**config.mk**
```make
export PLATFORM = sky130hd
export DESIGN_NAME = quad_prefix_decoder
export DESIGN_NICKNAME = d
export VERILOG_FILES = /design/src/rtl/qpd_pkg.sv /design/src/rtl/qpd_prefix_fsm.sv /design/src/rtl/qpd_classify.sv /design/src/rtl/qpd_index_ctl.sv /design/src/rtl/quad_prefix_decoder.sv
export SDC_FILE = /design/constraint.sdc
export NUM_CORES = 1
export LEC_CHECK = 0
export BUFFER_PORTS_ARGS = -buffer_cell sky130_fd_sc_hd__buf_2
export CORE_MARGIN = 5
export CORE_UTILIZATION = 54
export DETAILED_ROUTE_END_ITERATION = 8
export PLACE_DENSITY = 0.88
export SYNTH_ARGS = -nofsm -noshare
export SYNTH_HDL_FRONTEND = slang
export SYNTH_SLANG_ARGS = --single-unit
```
**constraint.sdc**
```tcl
create_clock -name clk_i -period 1.7 [get_ports clk_i]
set_clock_uncertainty 0.05 [all_clocks]
set_input_delay 0.34 -clock clk_i [delete_from_list [all_inputs] [get_ports clk_i]]
set_output_delay 0.34 -clock clk_i [all_outputs]
set_load 0.02 [all_outputs]
```
**src/rtl/qpd_pkg.sv**
```systemverilog
package qpd_pkg;
  localparam int OPC_W = 8;

  typedef enum logic [3:0] {
    AM_OTHER = 4'd0,
    AM_ACC   = 4'd1,
    AM_IMM   = 4'd2,
    AM_ZP    = 4'd3,
    AM_ZPX   = 4'd4,
    AM_ABS   = 4'd5,
    AM_ABSX  = 4'd6,
    AM_ABSY  = 4'd7,
    AM_IZX   = 4'd8,
    AM_IZY   = 4'd9,
    AM_IZZ   = 4'd10,
    AM_IZP   = 4'd11
  } am_e;

  typedef enum logic [1:0] {
    PS_IDLE = 2'd0,
    PS_FLAT = 2'd1,
    PS_NEG1 = 2'd2,
    PS_QUAD = 2'd3
  } pst_e;

  typedef struct packed {
    logic [OPC_W-1:0] opc;
    am_e              mode;
    logic             quad;
    logic             rsvd;
    logic             flat;
  } dec_t;
endpackage

```
**src/rtl/qpd_prefix_fsm.sv**
```systemverilog
module qpd_prefix_fsm
  import qpd_pkg::*;
#(
  parameter logic [OPC_W-1:0] NEG_OPC  = 8'h42,
  parameter logic [OPC_W-1:0] FLAT_OPC = 8'hEA
) (
  input  logic             clk_i,
  input  logic             rst_ni,
  input  logic             valid_i,
  input  logic [OPC_W-1:0] byte_i,
  output logic             quad_act_o,
  output logic             flat_act_o
);
  pst_e state_q, state_d;
  logic flat_q, flat_d;

  always_comb begin
    state_d = state_q;
    flat_d  = flat_q;
    if (valid_i) begin
      if (state_q == PS_QUAD) begin
        // prefix is spent on this byte
        state_d = PS_IDLE;
        flat_d  = 1'b0;
      end else if (byte_i == NEG_OPC) begin
        if (state_q == PS_NEG1) begin
          state_d = PS_QUAD;
        end else begin
          state_d = PS_NEG1;
          flat_d  = (state_q == PS_FLAT);
        end
      end else if (byte_i == FLAT_OPC) begin
        state_d = PS_FLAT;
        flat_d  = 1'b0;
      end else begin
        state_d = PS_IDLE;
        flat_d  = 1'b0;
      end
    end
  end

  always_ff @(posedge clk_i or negedge rst_ni) begin
    if (!rst_ni) begin
      state_q <= PS_IDLE;
      flat_q  <= 1'b0;
    end else begin
      state_q <= state_d;
      flat_q  <= flat_d;
    end
  end

  assign quad_act_o = (state_q == PS_QUAD);
  assign flat_act_o = flat_q;

  p_hold_idle_r11: assert property (@(posedge clk_i) disable iff (!rst_ni)
    !valid_i |=> ($stable(state_q) && $stable(flat_q)));
  p_one_shot_r11: assert property (@(posedge clk_i) disable iff (!rst_ni)
    (valid_i && state_q == PS_QUAD) |=> (state_q == PS_IDLE));
  p_flat_path_r9: assert property (@(posedge clk_i) disable iff (!rst_ni)
    flat_q |-> (state_q == PS_NEG1 || state_q == PS_QUAD));
endmodule

```
**src/rtl/qpd_classify.sv**
```systemverilog
module qpd_classify
  import qpd_pkg::*;
(
  input  logic [OPC_W-1:0] opc_i,
  output am_e              mode_o,
  output logic             quad_cap_o
);
  logic [2:0] grp;
  logic [2:0] sel;
  logic [1:0] cls;
  logic       rmw_grp;

  assign grp     = opc_i[7:5];
  assign sel     = opc_i[4:2];
  assign cls     = opc_i[1:0];
  assign rmw_grp = (cls == 2'b10) && (grp != 3'b100) && (grp != 3'b101);

  always_comb begin
    mode_o = AM_OTHER;
    if (cls == 2'b01) begin
      unique case (sel)
        3'd0: mode_o = AM_IZX;
        3'd1: mode_o = AM_ZP;
        3'd2: mode_o = AM_IMM;
        3'd3: mode_o = AM_ABS;
        3'd4: mode_o = AM_IZY;
        3'd5: mode_o = AM_ZPX;
        3'd6: mode_o = AM_ABSY;
        default: mode_o = AM_ABSX;
      endcase
    end else if (opc_i[4:0] == 5'b10010) begin
      mode_o = AM_IZZ;
    end else if (rmw_grp) begin
      unique case (sel)
        3'd1: mode_o = AM_ZP;
        3'd3: mode_o = AM_ABS;
        3'd5: mode_o = AM_ZPX;
        3'd7: mode_o = AM_ABSX;
        3'd2: mode_o = (grp <= 3'd3) ? AM_ACC : AM_OTHER;
        default: mode_o = AM_OTHER;
      endcase
    end
  end

  // immediate operands have no 32-bit form
  assign quad_cap_o = (mode_o != AM_OTHER) && (mode_o != AM_IMM);
endmodule

```
**src/rtl/qpd_index_ctl.sv**
```systemverilog
module qpd_index_ctl
  import qpd_pkg::*;
(
  input  logic [OPC_W-1:0] opc_i,
  input  am_e              mode_i,
  input  logic             quad_cap_i,
  input  logic             quad_act_i,
  input  logic             flat_act_i,
  output dec_t             dec_o
);
  logic quad_ok;

  assign quad_ok = quad_act_i && quad_cap_i;

  always_comb begin
    dec_o.opc  = opc_i;
    dec_o.mode = mode_i;
    dec_o.quad = quad_ok;
    dec_o.rsvd = quad_act_i && !quad_cap_i;
    dec_o.flat = 1'b0;
    // only the Z index is dropped under quad mode
    if (quad_ok && mode_i == AM_IZZ) begin
      dec_o.mode = AM_IZP;
      dec_o.flat = flat_act_i;
    end
  end

  always_comb begin
    p_no_izz_r6: assert (!(dec_o.quad && dec_o.mode == AM_IZZ));
    p_keep_xy_r7: assert (!(dec_o.quad && mode_i != AM_IZZ) || dec_o.mode == mode_i);
  end
endmodule

```
**src/rtl/quad_prefix_decoder.sv**
```systemverilog
module quad_prefix_decoder
  import qpd_pkg::*;
#(
  parameter logic [7:0] NEG_OPC  = 8'h42,
  parameter logic [7:0] FLAT_OPC = 8'hEA,
  parameter bit         REG_OUT  = 1'b1
) (
  input  logic       clk_i,
  input  logic       rst_ni,
  input  logic       byte_valid_i,
  input  logic [7:0] byte_i,
  output logic       dec_valid_o,
  output logic [7:0] opcode_o,
  output logic [3:0] mode_o,
  output logic       quad_o,
  output logic       rsvd_o,
  output logic       flat_ptr_o
);
  logic quad_act, flat_act, quad_cap;
  am_e  raw_mode;
  dec_t dec;

  qpd_prefix_fsm #(.NEG_OPC(NEG_OPC), .FLAT_OPC(FLAT_OPC)) u_fsm (
    .clk_i      (clk_i),
    .rst_ni     (rst_ni),
    .valid_i    (byte_valid_i),
    .byte_i     (byte_i),
    .quad_act_o (quad_act),
    .flat_act_o (flat_act)
  );

  qpd_classify u_cls (
    .opc_i      (byte_i),
    .mode_o     (raw_mode),
    .quad_cap_o (quad_cap)
  );

  qpd_index_ctl u_idx (
    .opc_i      (byte_i),
    .mode_i     (raw_mode),
    .quad_cap_i (quad_cap),
    .quad_act_i (quad_act),
    .flat_act_i (flat_act),
    .dec_o      (dec)
  );

  generate
    if (REG_OUT) begin : g_reg
      dec_t dec_q;
      logic vld_q;
      always_ff @(posedge clk_i or negedge rst_ni) begin
        if (!rst_ni) begin
          vld_q <= 1'b0;
          dec_q <= '0;
        end else begin
          vld_q <= byte_valid_i;
          if (byte_valid_i) dec_q <= dec;
          else begin
            dec_q.quad <= 1'b0;
            dec_q.rsvd <= 1'b0;
            dec_q.flat <= 1'b0;
          end
        end
      end
      assign dec_valid_o = vld_q;
      assign opcode_o    = dec_q.opc;
      assign mode_o      = dec_q.mode;
      assign quad_o      = dec_q.quad;
      assign rsvd_o      = dec_q.rsvd;
      assign flat_ptr_o  = dec_q.flat;

      p_valid_next_r2: assert property (@(posedge clk_i) disable iff (!rst_ni)
        byte_valid_i |=> dec_valid_o);
      p_opc_next_r2: assert property (@(posedge clk_i) disable iff (!rst_ni)
        byte_valid_i |=> (opcode_o == $past(byte_i)));
    end else begin : g_comb
      assign dec_valid_o = byte_valid_i;
      assign opcode_o    = dec.opc;
      assign mode_o      = dec.mode;
      assign quad_o      = byte_valid_i && dec.quad;
      assign rsvd_o      = byte_valid_i && dec.rsvd;
      assign flat_ptr_o  = byte_valid_i && dec.flat;
    end
  endgenerate

  p_quad_rsvd_excl_r10: assert property (@(posedge clk_i) disable iff (!rst_ni)
    !(quad_o && rsvd_o));
  p_flat_needs_quad_r9: assert property (@(posedge clk_i) disable iff (!rst_ni)
    flat_ptr_o |-> (quad_o && mode_o == 4'd11));
  p_flags_need_valid_r2: assert property (@(posedge clk_i) disable iff (!rst_ni)
    (quad_o || rsvd_o) |-> dec_valid_o);
endmodule

```
==> results of run 1 <==
## worst min-delay path by stage
stage,from,to
2_1_floorplan,rst_ni,dec_valid_o
3_3_place_gp,rst_ni,dec_valid_o
3_5_place_dp,rst_ni,dec_valid_o
4_1_cts,byte_i[6],opcode_o[6]
5_1_grt,byte_i[6],opcode_o[6]
6_report,byte_i[6],opcode_o[6]
## Yosys cell counts, types with 2 or more instances
master / instances / area share
mux2_2: 9 / 0.10
nor3_1: 3 / 0.015
o211ai_1: 2 / 0.015
nand2b_1: 3 / 0.019
nand2_1: 8 / 0.031
o21ai_1: 5 / 0.026
nor4_2: 2 / 0.026
buf_2: 4 / 0.020
a21o_1: 3 / 0.023
dfrtp_1: 19 / 0.49
a21oi_1: 4 / 0.020
nand3_1: 2 / 0.010
inv_1: 3 / 0.011
## cell families after synthesis
group,Yosys count
compound gates,22
buf+inv,8
mux,9
flops,19
simple gates,30
## through the flow
stage | cell area, um2 | cells | hold WS (ns)
floorplan | 980 | 88 | -0.00559
finish | 1160 | 140 | 0.242
detailed placement | 1120 | 135 | 0.251
global route | 1160 | 140 | 0.245
global placement | 1120 | 135 | 0.239
CTS | 1160 | 140 | 0.239
## state kept, by name, summed over array words and instances, names as in the netlist
register	cells
quad_o	1
rsvd_o	1
mode_o	4
flat_ptr_o	1
u_fsm.state_q	2
dec_valid_o	1
opcode_o	8
u_fsm.flat_act_o	1
## per-layer routing
metal	part of all wire	routed length [um]	GRT usage
met1	0.44	862	0.211
met2	0.46	894	0.254
met3	0.079	155	0.0427
met4	0.024	47	0.0894
met5	0	0	0
## area by class of cell
type                            instances  area [um2]  area share
Timing Repair Buffer                   28         148       0.128
Inverter                                3        11.3     0.00973
Multi-Input combinational cell         61         465       0.402
Tap cell                               25        31.3      0.0270
Sequential cell                        19         475       0.411
Clock buffer                            4        26.3      0.0227
## where the power goes
group | switching (uW) | total, uW | internal (uW) | leakage, uW
sequential | 14.1 | 495 | 481 | 0.000240
clock | 134 | 226 | 91.6 | 0.0000150
combinational | 116 | 191 | 74.5 | 0.000293
total | 265 | 912 | 647 | 0.000548
## timing repair
action                                  in CTS  in global routing
hold buffers                                 1                  0
endpoints found under the hold margin       19                  0
endpoints found under the setup margin       0                  0
==> results_dict.tcl, run 1 <==
set metrics [dict create \
    synth.ff_latch_count 19 \
    hold_viol 0 \
    muxShareOfSynthArea 0.103 \
    cts_num_sinks 19 \
    rows 15 \
    clkTransAtPathRegs_ns 0.10 \
    synthSimpleGateAreaFrac 0.206 \
    path_delay_family "flip-flops" \
    via_per_inst 5.58 \
    diodes 0 \
    cp.arrival_ns 0.86 \
    wirelength_um 1960 \
    synth.yosys.seq_area_share 0.485 \
    area.growth.synth_to_final_pct 18.1 \
    pre_cts_ws_ns 0.266 \
    synth_compound_area_frac 0.166 \
    crit_start "opcode_o[3]" \
    io_buffer_count 26 \
    antenna_found_initial 0 \
    whs_path_depth 2 \
    hpwl_um 1420 \
    status "finished, final reports clean" \
    fin_nets 127 \
    yosysWarnings 0 \
    wl_per_cell_um 14.0 \
    cts_root_buffer "clkbuf_4" \
    post-route-drc-count 0 \
    netlist_area_um2 980 \
    hold_class "input pin to flip-flop" \
    firstDrtPassIters 4 \
    final_cell_mix "buf_2, dfrtp_1, mux2_2, nand2_1, o21ai_1" \
    drv_cap 0 \
    maxSlewViolCount 0 \
    synth_xor_area_frac 0 \
    p_leak_uw 0.000548 \
    max_freq_ghz 0.801 \
    drive_gt1_frac 0.409 \
    cts_tree "built" \
    period_minus_slack_ns 1.25 \
    ioPinCount 27 \
    cts_setup_buffers 0 \
    cp_max_fo 2 \
    die-area_um2 2770 \
    pwr_density_cell_nw_per_um2 788 \
    crit_path_start_kind "flip-flop" \
    slowest_delay_ns 0.39 \
    worst_slack_ns 0.452 \
    gp_congestion 0.786 \
    r2r_end "mode_o[0]" \
    cts_resized 0 \
    cts_buffers 3 \
    r2r_start "u_fsm.state_q[0]" \
    rsz0062_at_grt "no" \
    synth_nets 99 \
    overflow 0 \
    syn_area_per_cell_um2 11.1 \
    ant_nets 0 \
    die_h_um 52.6 \
    rrSetupSlack_ns 0.54 \
    grt_usage 0.165 \
    final_core_util 0.670 \
    h-tree-depth 1 \
    post-route-period-util 0.734 \
    grt_pass1_vias 750 \
    worstSetupPathType "flip-flop to primary output" \
    tns_ns 0 \
    max-slew-margin-rel 0.709 \
    num_vias 781 \
    synth_edf_count 0 \
    ys.flop_type "dfrtp_1" \
    synth-async-reset-ratio 1.00 \
    setup_viol 0 \
    required_ns 1.31 \
    fillers 141 \
    synth.distinct_cells 34 \
    cp.depth 1 \
    die_w_um 52.6 \
    clockBufferDepth 2 \
    cp.buffers_inverters 1 \
    crit_slowest_cell "dfrtp_1" \
    synth_fa_ha_area_frac 0 \
    endpoint "opcode_o[3]" \
    worst_pin_slew_ns 0.436 \
    p_total_uw 912 \
    path_cells "buf_2" \
    final_common_cell "buf_2" \
    start_util 0.567 \
    insertion_delay_ns 0.30 \
    worstRegToRegCells 3 \
    drtIter0Drc 13 \
    peakVddDrop_mv 0.586 \
    grt_pass1_wl_um 3330 \
    grt_max_degree 24 \
    synth_top_family_by_area "simple AND/OR/NAND/NOR gates" \
    core-area_um2 1730 \
    netlist_instances 88 \
    end_kind "primary output" \
]
Power figures use the tool's default switching activity.
==> inputs of run 2 (changes only) <==
CORE_UTILIZATION = 50   (was 54)
PLACE_DENSITY = 0.83   (was 0.88)
clock period = 1.2 ns   (was 1.7 ns; I/O delays follow)
==> run 2 against run 1 <==
Effect of this change: setup slack got worse by 0.41 ns; cell count rose by 8.6%; register-to-register slack got worse by 0.45 ns; count of clock-buffer cells in the layout fell by 1.
==> results_dict.tcl, run 2 (synthesis results as in run 1) <==
set metrics [dict create \
    multiInputGateArea_um2 465 \
    fillers 149 \
    cts_tree "built" \
    antenna_found_initial 0 \
    max_freq_ghz 0.864 \
    cts_root_buffer "clkbuf_4" \
    grt_pass1_vias 799 \
    die_h_um 54.3 \
    cp.buffers_inverters 1 \
    p_total_uw 1350 \
    cp.arrival_ns 0.87 \
    p_leak_uw 0.000614 \
    drive_gt1_frac 0.464 \
    cts_buffers 3 \
    path_cells "buf_2" \
    whs_path_depth 2 \
    grt_usage 0.158 \
    post-route-drc-count 0 \
    clkTransAtPathRegs_ns 0.11 \
    seqCellArea_um2 475 \
    largest_register_ffs 8 \
    via_per_inst 5.30 \
    grt_pass1_wl_um 3350 \
    end_kind "primary output" \
    path_delay_family "flip-flops" \
    hold_viol 0 \
    crit_path_start_kind "flip-flop" \
    worstRegToRegCells 3 \
    slowest_delay_ns 0.40 \
    area.growth.synth_to_final_pct 30.0 \
    hpwl_um 1570 \
    overflow 0 \
    rows 16 \
    wl_per_cell_um 13.2 \
    diodes 0 \
    final_common_cell "buf_2" \
    final_cell_mix "buf_2, dfrtp_1, mux2_2, nand2_1, buf_4" \
    period_minus_slack_ns 1.16 \
    gp_congestion 0.813 \
    setup_viol 0 \
    required_ns 0.91 \
    ant_nets 0 \
    pre_cts_ws_ns -0.0895 \
    clockBufferDepth 2 \
    post-route-period-util 0.964 \
    worst_pin_slew_ns 0.406 \
    max-slew-margin-rel 0.729 \
    start_util 0.510 \
    insertion_delay_ns 0.31 \
    firstDrtPassIters 4 \
    drtIter0Drc 17 \
    ioPinCount 27 \
    drv_cap 0 \
    num_vias 805 \
    hold_slack_ns 0.149 \
    die-area_um2 2940 \
    worst_slack_ns 0.0429 \
    wirelength_um 2010 \
    hold_class "input pin to flip-flop" \
    maxSlewViolCount 0 \
    io_buffer_count 26 \
    status "finished, final reports clean" \
    crit_slowest_cell "dfrtp_1" \
    cp_max_fo 2 \
    cp.depth 1 \
    die_w_um 54.3 \
    h-tree-depth 1 \
    cts_num_sinks 19 \
    core-area_um2 1920 \
    fin_nets 137 \
    worstSetupPathType "flip-flop to primary output" \
    pwr_density_cell_nw_per_um2 1060 \
    peakVddDrop_mv 0.960 \
    grt_max_degree 20 \
]
## run 2: cell types whose count changed in the layout (fill, tap and decap cells not counted)
cell	change
buf_12	+3
clkbuf_1	-1
buf_4	+7
clkinv_2	+1
## run 2: path summary, 6_finish.rpt
kind                                  start          endpoint  slack, ns
max                             opcode_o[7]       opcode_o[7]       0.04
max in group asynchronous            rst_ni         mode_o[3]       0.48
max reg2reg                u_fsm.state_q[1]         mode_o[0]       0.09
min                               byte_i[6]       opcode_o[6]       0.15
min in group asynchronous            rst_ni         mode_o[0]       0.33
min reg2reg                u_fsm.flat_act_o  u_fsm.flat_act_o       0.46
## run 2: repair_timing
action / in CTS / in global routing
gates resized for setup: 0 / 0
buffers inserted: 0 / 1
setup endpoints to repair: 0 / 1
hold buffers: 1 / 0
hold endpoints to repair: 19 / 0
## run 2: per-stage QoR
stage | utilization | setup TNS (ns) | instances | instance area, um2
floorplan | - | 0 | 88 | 980
global placement | 0.639 | -0.171 | 146 | 1230
detailed placement | 0.639 | -0.299 | 146 | 1230
CTS | 0.659 | 0 | 151 | 1270
global route | 0.663 | -0.00799 | 152 | 1270
finish | 0.663 | 0 | 152 | 1270
## run 2: final cells by class
cell class                 count  area share
inverter                       3     0.00884
clock inverter                 1     0.00393
tap                           27      0.0265
clock buffer                   3      0.0177
timing repair buffer          38       0.204
sequential                    19       0.373
multi-input combinational     61       0.365
## run 2: worst register-to-register path, cell delays in order, from the launching register on
cell	delay, ns
dfrtp_1	0.45
nand2_1	0.13
nor4_2	0.06
o32a_1	0.33
## run 2: per-layer routing
metal	vias up	routed length, um	GRT usage
met5	-	0	0
met2	25	945	0.253
met3	3	131	0.0409
li1	399	-	-
met4	0	26	0.0747
met1	378	907	0.199
## run 2: report_power, final
group          total [uW]  switching [uW]  internal (uW)
clock network         333             209            125
logic                 312             173            139
registers             701            19.6            681
total                1350             401            945
==> inputs of run 3 (changes only) <==
PLACE_DENSITY = 0.86   (was 0.83)
==> run 3 against run 2 <==
Effect of this change: first-iteration DRC count fell by 59%; combinational power fell by 3%; utilization fell by 1.4 points; total power decreased by 1.9%; global-route usage grew 1.2 points; count of clock-buffer cells in the layout increased by 1; register-to-register slack got worse by 0.03 ns; maximum frequency grew 0.18%; via count is 4.8% higher; critical path type unchanged; worst hold slack worse by 0.065 ns; non-clock buffer count unchanged; cell count did not move; largest cell class unchanged.
==> results_dict.tcl, run 3 (synthesis results as in run 1) <==
set metrics [dict create \
    cts_root_buffer "clkbuf_4" \
    wirelength_um 2160 \
    final_cell_mix "buf_2, dfrtp_1, buf_4, mux2_2, nand2_1" \
    end_kind "primary output" \
    core-area_um2 1920 \
    rsz0062_at_grt "no" \
    cts_buffers 3 \
    hpwl_um 1710 \
    pwr-share-seq 0.531 \
    grt_usage 0.171 \
    worstSetupPathType "flip-flop to primary output" \
    maxSlewViolCount 0 \
    grt_max_degree 20 \
    antenna_found_initial 0 \
    fin_nets 137 \
    die_h_um 54.3 \
    overflow 0 \
    max_freq_ghz 0.866 \
    combPwrFrac 0.231 \
    gp_congestion 0.849 \
    drtIter0Drc 7 \
    setup_viol 0 \
    peakVddDrop_mv 0.758 \
    h-tree-depth 1 \
    drive_gt1_frac 0.456 \
    path_cells "buf_2" \
    cts_tree "built" \
    internal_power_uw 940 \
    netSwitchingPower_uw 381 \
    clkTransAtPathRegs_ns 0.10 \
    cts_num_sinks 19 \
    path_delay_family "flip-flops" \
    cts_setup_buffers 0 \
    rows 16 \
    cp.arrival_ns 0.87 \
    ant_nets 0 \
    p_clk_frac 0.239 \
    largest_register_ffs 8 \
    die-area_um2 2940 \
    start_util 0.510 \
    io_buffer_count 26 \
    area.growth.synth_to_final_pct 27.3 \
    whs_path_depth 1 \
    num_vias 844 \
    slowest_delay_ns 0.41 \
    status "finished, final reports clean" \
    hold_viol 0 \
    p_sw_frac 0.288 \
    hold_slack_ns 0.0834 \
    grt_pass1_wl_um 3730 \
    drv_cap 0 \
    insertion_delay_ns 0.29 \
    max-slew-margin-rel 0.729 \
    pwr_density_cell_nw_per_um2 1060 \
    cp.buffers_inverters 1 \
    cp.depth 1 \
    via_per_inst 5.55 \
    ioPinCount 27 \
    cts_hold_buf 1 \
    wl_per_cell_um 14.2 \
    worstRegToRegCells 3 \
    diodes 0 \
    period_minus_slack_ns 1.16 \
    crit_path_start_kind "flip-flop" \
    final_core_util 0.649 \
    cts_resized 0 \
    grt_pass1_vias 879 \
    post-route-drc-count 0 \
    post-route-period-util 0.963 \
    hold_class "input pin to flip-flop" \
    p_total_uw 1320 \
    clockBufferDepth 2 \
    crit_slowest_cell "dfrtp_1" \
    firstDrtPassIters 4 \
    worst_pin_slew_ns 0.407 \
    required_ns 0.91 \
    cp_max_fo 2 \
    p_leak_uw 0.000602 \
    die_w_um 54.3 \
    final_common_cell "buf_2" \
]
==> run 3: layer usage <==
layer,vias up,track usage,part of all wire
met3,4,0.0272,0.050
li1,401,-,-
met2,26,0.295,0.50
met1,413,0.209,0.44
met4,0,0.0705,0.012
met5,-,0,0
==> run 3: path summary, 6_finish.rpt <==
kind / to / start / slack [ns]
worst min register to register: mode_o[1] / mode_o[1] / 0.46
worst min-delay path: dec_valid_o / byte_valid_i / 0.08
max in group asynchronous: mode_o[3] / rst_ni / 0.47
min in group asynchronous: flat_ptr_o / rst_ni / 0.35
worst max-delay path: opcode_o[2] / opcode_o[2] / 0.04
worst max register to register: mode_o[0] / u_fsm.state_q[1] / 0.06
==> run 3: power by group through the flow <==
stage	logic (uW)	registers, uW	clock network [uW]
2_1_floorplan	117	767	0
3_3_place_gp	293	710	0
3_5_place_dp	304	714	0
4_1_cts	307	701	329
5_1_grt	330	707	363
6_report	304	701	315
==> run 3: per-stage QoR <==
step / TNS (ns) / cells / area, um2 / setup slack, ns
floorplan: 0 / 88 / 980 / 0.108
global placement: -0.172 / 147 / 1210 / -0.0600
detailed placement: -0.471 / 147 / 1210 / -0.135
CTS: 0 / 152 / 1250 / 0.0407
global route: 0 / 152 / 1250 / 0.00704
finish: 0 / 152 / 1250 / 0.0450
==> run 3: final cells by class <==
class	instances	area, um2
fill	173	674
multi-input combinational	61	465
tap	27	33.8
sequential	19	475
clock buffer	4	26.3
inverter	3	11.3
timing repair buffer	38	235
